--- config.mk ---
export PLATFORM = sky130hd
export DESIGN_NAME = dsp_window_bridge
export DESIGN_NICKNAME = d
export VERILOG_FILES = /design/src/rtl/dwb_pkg.sv /design/src/rtl/dwb_addr_latch.sv /design/src/rtl/dwb_bus_master.sv /design/src/rtl/dwb_handback.sv /design/src/rtl/dsp_window_bridge.sv
export SDC_FILE = /design/constraint.sdc
export NUM_CORES = 1
export LEC_CHECK = 0
export CAP_MARGIN = 5
export CORE_MARGIN = 10
export CORE_UTILIZATION = 44
export CTS_CLUSTER_SIZE = 8
export DETAILED_ROUTE_END_ITERATION = 16
export GPL_ROUTABILITY_DRIVEN = 0
export PLACE_DENSITY_LB_ADDON = 0.1
export SLEW_MARGIN = 20
export SYNTH_ARGS = -nofsm -noshare
export SYNTH_HDL_FRONTEND = slang
export SYNTH_SLANG_ARGS = --single-unit
--- constraint.sdc ---
create_clock -name clk -period 1.8 [get_ports clk]
set_input_delay 0.27 -clock clk [delete_from_list [all_inputs] [get_ports clk]]
set_output_delay 0.27 -clock clk [all_outputs]
set_load 0.05 [all_outputs]
--- src/rtl/dwb_pkg.sv ---
package dwb_pkg;
  typedef enum logic [1:0] {
    PORT_SEL   = 2'd0,
    PORT_DATA  = 2'd1,
    PORT_SPARE = 2'd2,
    PORT_FLAG  = 2'd3
  } dwb_port_e;
endpackage

--- src/rtl/dwb_addr_latch.sv ---
module dwb_addr_latch #(
  parameter int DATA_W = 16,
  parameter int SEG_W  = 3,
  localparam int OFF_W = DATA_W - SEG_W
) (
  input  logic              clk,
  input  logic              rst,
  input  logic              load,
  input  logic [DATA_W-1:0] wdata,
  output logic [SEG_W-1:0]  seg,
  output logic [OFF_W-1:0]  off
);
  always_ff @(posedge clk) begin
    if (rst) begin
      seg <= '0;
      off <= '0;
    end else if (load) begin
      seg <= wdata[DATA_W-1 -: SEG_W];
      off <= wdata[OFF_W-1:0];
    end
  end
endmodule

--- src/rtl/dwb_bus_master.sv ---
module dwb_bus_master #(
  parameter int DATA_W          = 16,
  parameter int SEG_W           = 3,
  parameter int SEG_SHIFT       = 16,
  parameter logic [(1<<SEG_W)-1:0] ALLOW_MASK = 8'b0011_1000,
  localparam int OFF_W          = DATA_W - SEG_W,
  localparam int ADDR_W         = SEG_W + SEG_SHIFT,
  localparam int PAD_W          = SEG_SHIFT - OFF_W - 1
) (
  input  logic              clk,
  input  logic              rst,
  input  logic              rd_go,
  input  logic              wr_go,
  input  logic [SEG_W-1:0]  seg,
  input  logic [OFF_W-1:0]  off,
  input  logic [DATA_W-1:0] wdata,
  output logic              ready,
  output logic [DATA_W-1:0] rdata,
  output logic              bus_req,
  output logic              bus_we,
  output logic [ADDR_W-1:0] bus_addr,
  output logic [DATA_W-1:0] bus_wdata,
  input  logic [DATA_W-1:0] bus_rdata,
  input  logic              bus_ack
);
  logic              permitted;
  logic [ADDR_W-1:0] target;

  assign permitted = ALLOW_MASK[seg];

  generate
    if (PAD_W > 0) begin : g_pad
      assign target = {seg, {PAD_W{1'b0}}, off, 1'b0};
    end else begin : g_nopad
      assign target = {seg, off, 1'b0};
    end
  endgenerate

  always_ff @(posedge clk) begin
    if (rst) begin
      ready     <= 1'b1;
      rdata     <= '0;
      bus_req   <= 1'b0;
      bus_we    <= 1'b0;
      bus_addr  <= '0;
      bus_wdata <= '0;
    end else if (bus_req) begin
      if (bus_ack) begin
        bus_req <= 1'b0;
        ready   <= 1'b1;
        if (!bus_we) rdata <= bus_rdata;
      end
    end else if (rd_go || wr_go) begin
      if (permitted) begin
        bus_req   <= 1'b1;
        ready     <= 1'b0;
        bus_we    <= wr_go;
        bus_addr  <= target;
        bus_wdata <= wdata;
      end else if (rd_go) begin
        rdata <= '0;
      end
    end
  end
endmodule

--- src/rtl/dwb_handback.sv ---
module dwb_handback #(
  parameter int DATA_W         = 16,
  parameter int SEG_W          = 3,
  parameter int ARM_SEG        = 3,
  parameter int ARM_BYTE_LIMIT = 3,
  localparam int OFF_W         = DATA_W - SEG_W
) (
  input  logic              clk,
  input  logic              rst,
  input  logic              data_wr,
  input  logic              flag_wr,
  input  logic [SEG_W-1:0]  seg,
  input  logic [OFF_W-1:0]  off,
  input  logic [DATA_W-1:0] wdata,
  output logic              bio_active,
  output logic              host_release
);
  logic            armed;
  logic [OFF_W:0]  byte_off;
  logic            arm_hit;

  assign byte_off = {off, 1'b0};
  assign arm_hit  = (seg == SEG_W'(ARM_SEG)) &&
                    (byte_off < (OFF_W+1)'(ARM_BYTE_LIMIT)) &&
                    (wdata == '0);

  always_ff @(posedge clk) begin
    if (rst) begin
      armed        <= 1'b0;
      bio_active   <= 1'b0;
      host_release <= 1'b0;
    end else begin
      host_release <= 1'b0;
      if (data_wr) armed <= arm_hit;
      if (flag_wr) begin
        if (wdata[DATA_W-1]) bio_active <= 1'b0;
        if (wdata == '0) begin
          bio_active <= 1'b1;
          if (armed) begin
            host_release <= 1'b1;
            armed        <= 1'b0;
          end
        end
      end
    end
  end
endmodule

--- src/rtl/dsp_window_bridge.sv ---
module dsp_window_bridge #(
  parameter int DATA_W         = 16,
  parameter int SEG_W          = 3,
  parameter int SEG_SHIFT      = 16,
  parameter logic [(1<<SEG_W)-1:0] ALLOW_MASK = 8'b0011_1000,
  parameter int ARM_SEG        = 3,
  parameter int ARM_BYTE_LIMIT = 3,
  localparam int OFF_W         = DATA_W - SEG_W,
  localparam int ADDR_W        = SEG_W + SEG_SHIFT
) (
  input  logic              clk,
  input  logic              rst,
  input  logic [1:0]        dsp_port,
  input  logic              dsp_wr,
  input  logic              dsp_rd,
  input  logic [DATA_W-1:0] dsp_wdata,
  output logic [DATA_W-1:0] dsp_rdata,
  output logic              dsp_ready,
  output logic              bus_req,
  output logic              bus_we,
  output logic [ADDR_W-1:0] bus_addr,
  output logic [DATA_W-1:0] bus_wdata,
  input  logic [DATA_W-1:0] bus_rdata,
  input  logic              bus_ack,
  output logic              bio_active,
  output logic              host_release
);
  import dwb_pkg::*;

  logic [SEG_W-1:0] seg;
  logic [OFF_W-1:0] off;
  logic sel_wr, data_wr, data_rd, flag_wr;

  assign sel_wr  = dsp_ready && dsp_wr && (dsp_port == PORT_SEL);
  assign data_wr = dsp_ready && dsp_wr && (dsp_port == PORT_DATA);
  assign data_rd = dsp_ready && dsp_rd && !dsp_wr && (dsp_port == PORT_DATA);
  assign flag_wr = dsp_ready && dsp_wr && (dsp_port == PORT_FLAG);

  dwb_addr_latch #(.DATA_W(DATA_W), .SEG_W(SEG_W)) u_latch (
    .clk(clk), .rst(rst), .load(sel_wr), .wdata(dsp_wdata),
    .seg(seg), .off(off)
  );

  dwb_bus_master #(.DATA_W(DATA_W), .SEG_W(SEG_W), .SEG_SHIFT(SEG_SHIFT),
                   .ALLOW_MASK(ALLOW_MASK)) u_master (
    .clk(clk), .rst(rst), .rd_go(data_rd), .wr_go(data_wr),
    .seg(seg), .off(off), .wdata(dsp_wdata),
    .ready(dsp_ready), .rdata(dsp_rdata),
    .bus_req(bus_req), .bus_we(bus_we), .bus_addr(bus_addr),
    .bus_wdata(bus_wdata), .bus_rdata(bus_rdata), .bus_ack(bus_ack)
  );

  dwb_handback #(.DATA_W(DATA_W), .SEG_W(SEG_W), .ARM_SEG(ARM_SEG),
                 .ARM_BYTE_LIMIT(ARM_BYTE_LIMIT)) u_handback (
    .clk(clk), .rst(rst), .data_wr(data_wr), .flag_wr(flag_wr),
    .seg(seg), .off(off), .wdata(dsp_wdata),
    .bio_active(bio_active), .host_release(host_release)
  );
endmodule

==> flow_summary.toml <==
[outcome]
status = "finished, final reports clean"

[yosys]
yosys.area_share.xor_xnor = 0
synth.top_cell.area_share = 0.530
synth-simple-area-share = 0.234
synth_edf_count = 0
synth_area_leader_cell = "dfxtp_1"
synth_warnings = 0
synth_area_per_cell_sq_um = 8.59
synth_compound_area_frac = 0.178
post-synth-top-count-cell = "nand2_1"
synthTopCellsByCount = "98 x nand2_1, 71 x dfxtp_1, 51 x a21oi_1"
async_flop_share = 0
ys_ff_latch = 71
yosys-mux-area-fraction = 0.00420
synth_cell_type_count = 35
synthFlopType = "dfxtp_1"
synth_area_leaders = "dfxtp_1 53%, nand2_1 14%, a21oi_1 9.5%"
synth_top_family_by_area = "simple AND/OR/NAND/NOR gates"
syn_inst = 312
ys_seq_area_frac = 0.530
syn_area_sq_um = 2680
synth_adder_area_share = 0

[pwr]
leakage_nw = 1.62
power_density_nw_per_um2 = 822
ir_worst_vdd_uv = 521

[finish]
antennaDiodeCount = 0
syn2layout_area_growth_pct = 48.8
drive_gt1_frac = 0.173
fin_nets = 457

[grt]
grt_max_degree = 25
grt_pass1_wl_um = 12800
grt_pass1_vias = 2599
overflow = 0
antenna_found_initial = 0
gr-usage-all-layers = 0.159

[clock_network]
path_clk_slew_ns = 0.07
cts_tree = "done"
clkSinkCount = 71
numCtsBuffers = 9
cts_buffer_depth = 2
hold_buffers = 0
h-tree-depth = 3
root_buffer = "clkbuf_8"
insertion_delay_ns = 0.33

[timing]
fin_skew_ns = 0.0104
layout_min_cycle_time_ns = 1.77
slew-limit-headroom = 0.649
hold_viol = 0
finalSetupViolCount = 0
setup_tns_ns = 0
timing.fmax_mhz = 565
post-route-period-util = 0.984
finalMaxSlewViolations = 0
worst_pin_slew_ns = 0.526
worst_slack_ns = 0.0294
rsz0062_at_grt = "no"

[route]
drc = 0
avgRoutedWirePerCell_um = 15.5
wirelength_um = 7710
drt-vias-per-instance = 4.97
firstDrtPassIters = 5
vias = 2477
drtIter0Drc = 113
postRouteAntennaNets = 0

[worst_hold_path]
worstHoldPathCells = 2
holdCritStartpoint = "rst"
hp-class = "in2reg"
min_to = "u_master.rdata[0]"

[critical_path]
crit_arrival_ns = 1.50
cp_data_required_time_ns = 1.53
start_kind = "register"
r2r_start = "u_master.ready"
crit_path_end_kind = "output pin"
reg2reg_depth = 4
cp.buffers_inverters = 1
cp_cell_sequence = "clkdlybuf4s50_1"
crit_family = "buffers and inverters"
r2r-end = "u_master.permitted"
rrSetupSlack_ns = 0.39
slowest_delay_ns = 0.82
crit_slowest_cell = "clkdlybuf4s50_1"
crit_fanout = 2
timing.setup.critical_path_class = "reg2out"

[die]
die_height_um = 98.1
core_sq_um = 5920
io_pins = 95
die_x_um = 98.1
die_area_sq_um = 9620
start_util = 0.453
rows = 28

[placement]
dp_hpwl_um = 5890
place_ws_ns = 0.00901
port_buffers = 91

[run]
max_cap_violations = 0
[worst max-delay path by stage]
stage                                     start                      end  slack [ns]  cells past startpoint
final                     u_master.bus_wdata[4]             bus_wdata[4]        0.03                      1
after global routing      u_master.bus_wdata[8]             bus_wdata[8]      0.0005                      1
after CTS                 u_master.bus_wdata[4]             bus_wdata[4]       0.009                      1
after detailed placement            dsp_port[0]       u_master.permitted       0.009                      5
after global placement            dsp_wdata[14]  u_handback.host_release        0.04                      5
after floorplan                  u_master.ready       u_master.permitted        0.12                      5
[metal layers]
layer  wire length, um  global-route usage  vias to the layer above  share of wire
li1                  -                   -                     1268              -
met1              3520               0.196                     1133           0.46
met2              3550               0.253                       68           0.46
met3               570              0.0514                        8          0.074
met4                76              0.0537                        0         0.0099
met5                 0                   0                        -              0
[layout make-up]
class / instances / area [sq um]
Fill cell: 530 / 1930
Multi-Input combinational cell: 218 / 1130
Timing Repair Buffer: 117 / 1120
Inverter: 1 / 3.75
Clock inverter: 3 / 65.1
Clock buffer: 13 / 159
Sequential cell: 71 / 1420
Tap cell: 75 / 93.8
[what timing repair did]
action	4_1_cts	5_1_grt
buffers inserted	0	0
setup endpoints to repair	1	8
pin swaps	0	0
resized for setup	1	8
[worst reg2reg max path: stages (launching register included)]
cell      delay (ns)
dfxtp_1         0.43
and4bb_1        0.30
nand2_2         0.09
a21oi_4         0.14
mux2_1          0.34
[cell usage in the layout (no fill, tap or decap), drive strengths merged]
cell type	n
nor3b	1
nor4	6
and2b	1
dfxtp	71
mux2	1
o211ai	1
dlygate4sd2	1
clkinv	1
buf	52
dlymetal6s2s	8
inv	1
nor4b	1
o211a	1
a21oi	52
or4b	1
nand2b	1
and4b	1
conb	3
clkbuf	13
a221o	1
clkdlybuf4s50	56
a41oi	1
a311o	1
and4bb	1
and3b	2
nand3b	2
and4	2
nand4bb	1
bufinv	2
nor2	19
nand4	2
a22oi	17
nand2	99
[cells by family after synthesis]
group	count (synthesis)
muxes	1
other	1
buffers and inverters	25
AOI/OAI and AO/OA	74
DFF	71
and+or+nand+nor	140
[metrics by stage]
step / std cells / area, sq um / utilization / total power, mW / hold WS (ns)
finish: 498 / 3990 / 0.674 / 3.28 / 0.330
global route: 498 / 3990 / 0.674 / 3.39 / 0.351
global placement: 482 / 3750 / 0.633 / 1.90 / 0.442
detailed placement: 482 / 3750 / 0.633 / 1.90 / 0.448
floorplan: 314 / 2690 / - / 1.75 / 0.406
CTS: 498 / 3970 / 0.670 / 3.30 / 0.320
[state kept, by name (all words and copies together), names as in the netlist]
register                 flops
u_master.bus_addr           16
u_master.bus_wdata          16
u_master.rdata              16
u_latch.off                 13
u_latch.seg                  3
u_handback.armed             1
u_handback.bio_active        1
u_handback.host_release      1
u_master.bus_req             1
u_master.bus_we              1
u_master.permitted           1
u_master.ready               1
[power by group]
| part | leakage [nW] | internal, mW | switching, mW |
|---|---|---|---|
| Combinational | 0.936 | 0.135 | 0.133 |
| Sequential | 0.573 | 1.59 | 0.0139 |
| Clock | 0.114 | 0.856 | 0.552 |
No activity file was read; power rests on OpenSTA's default activity.
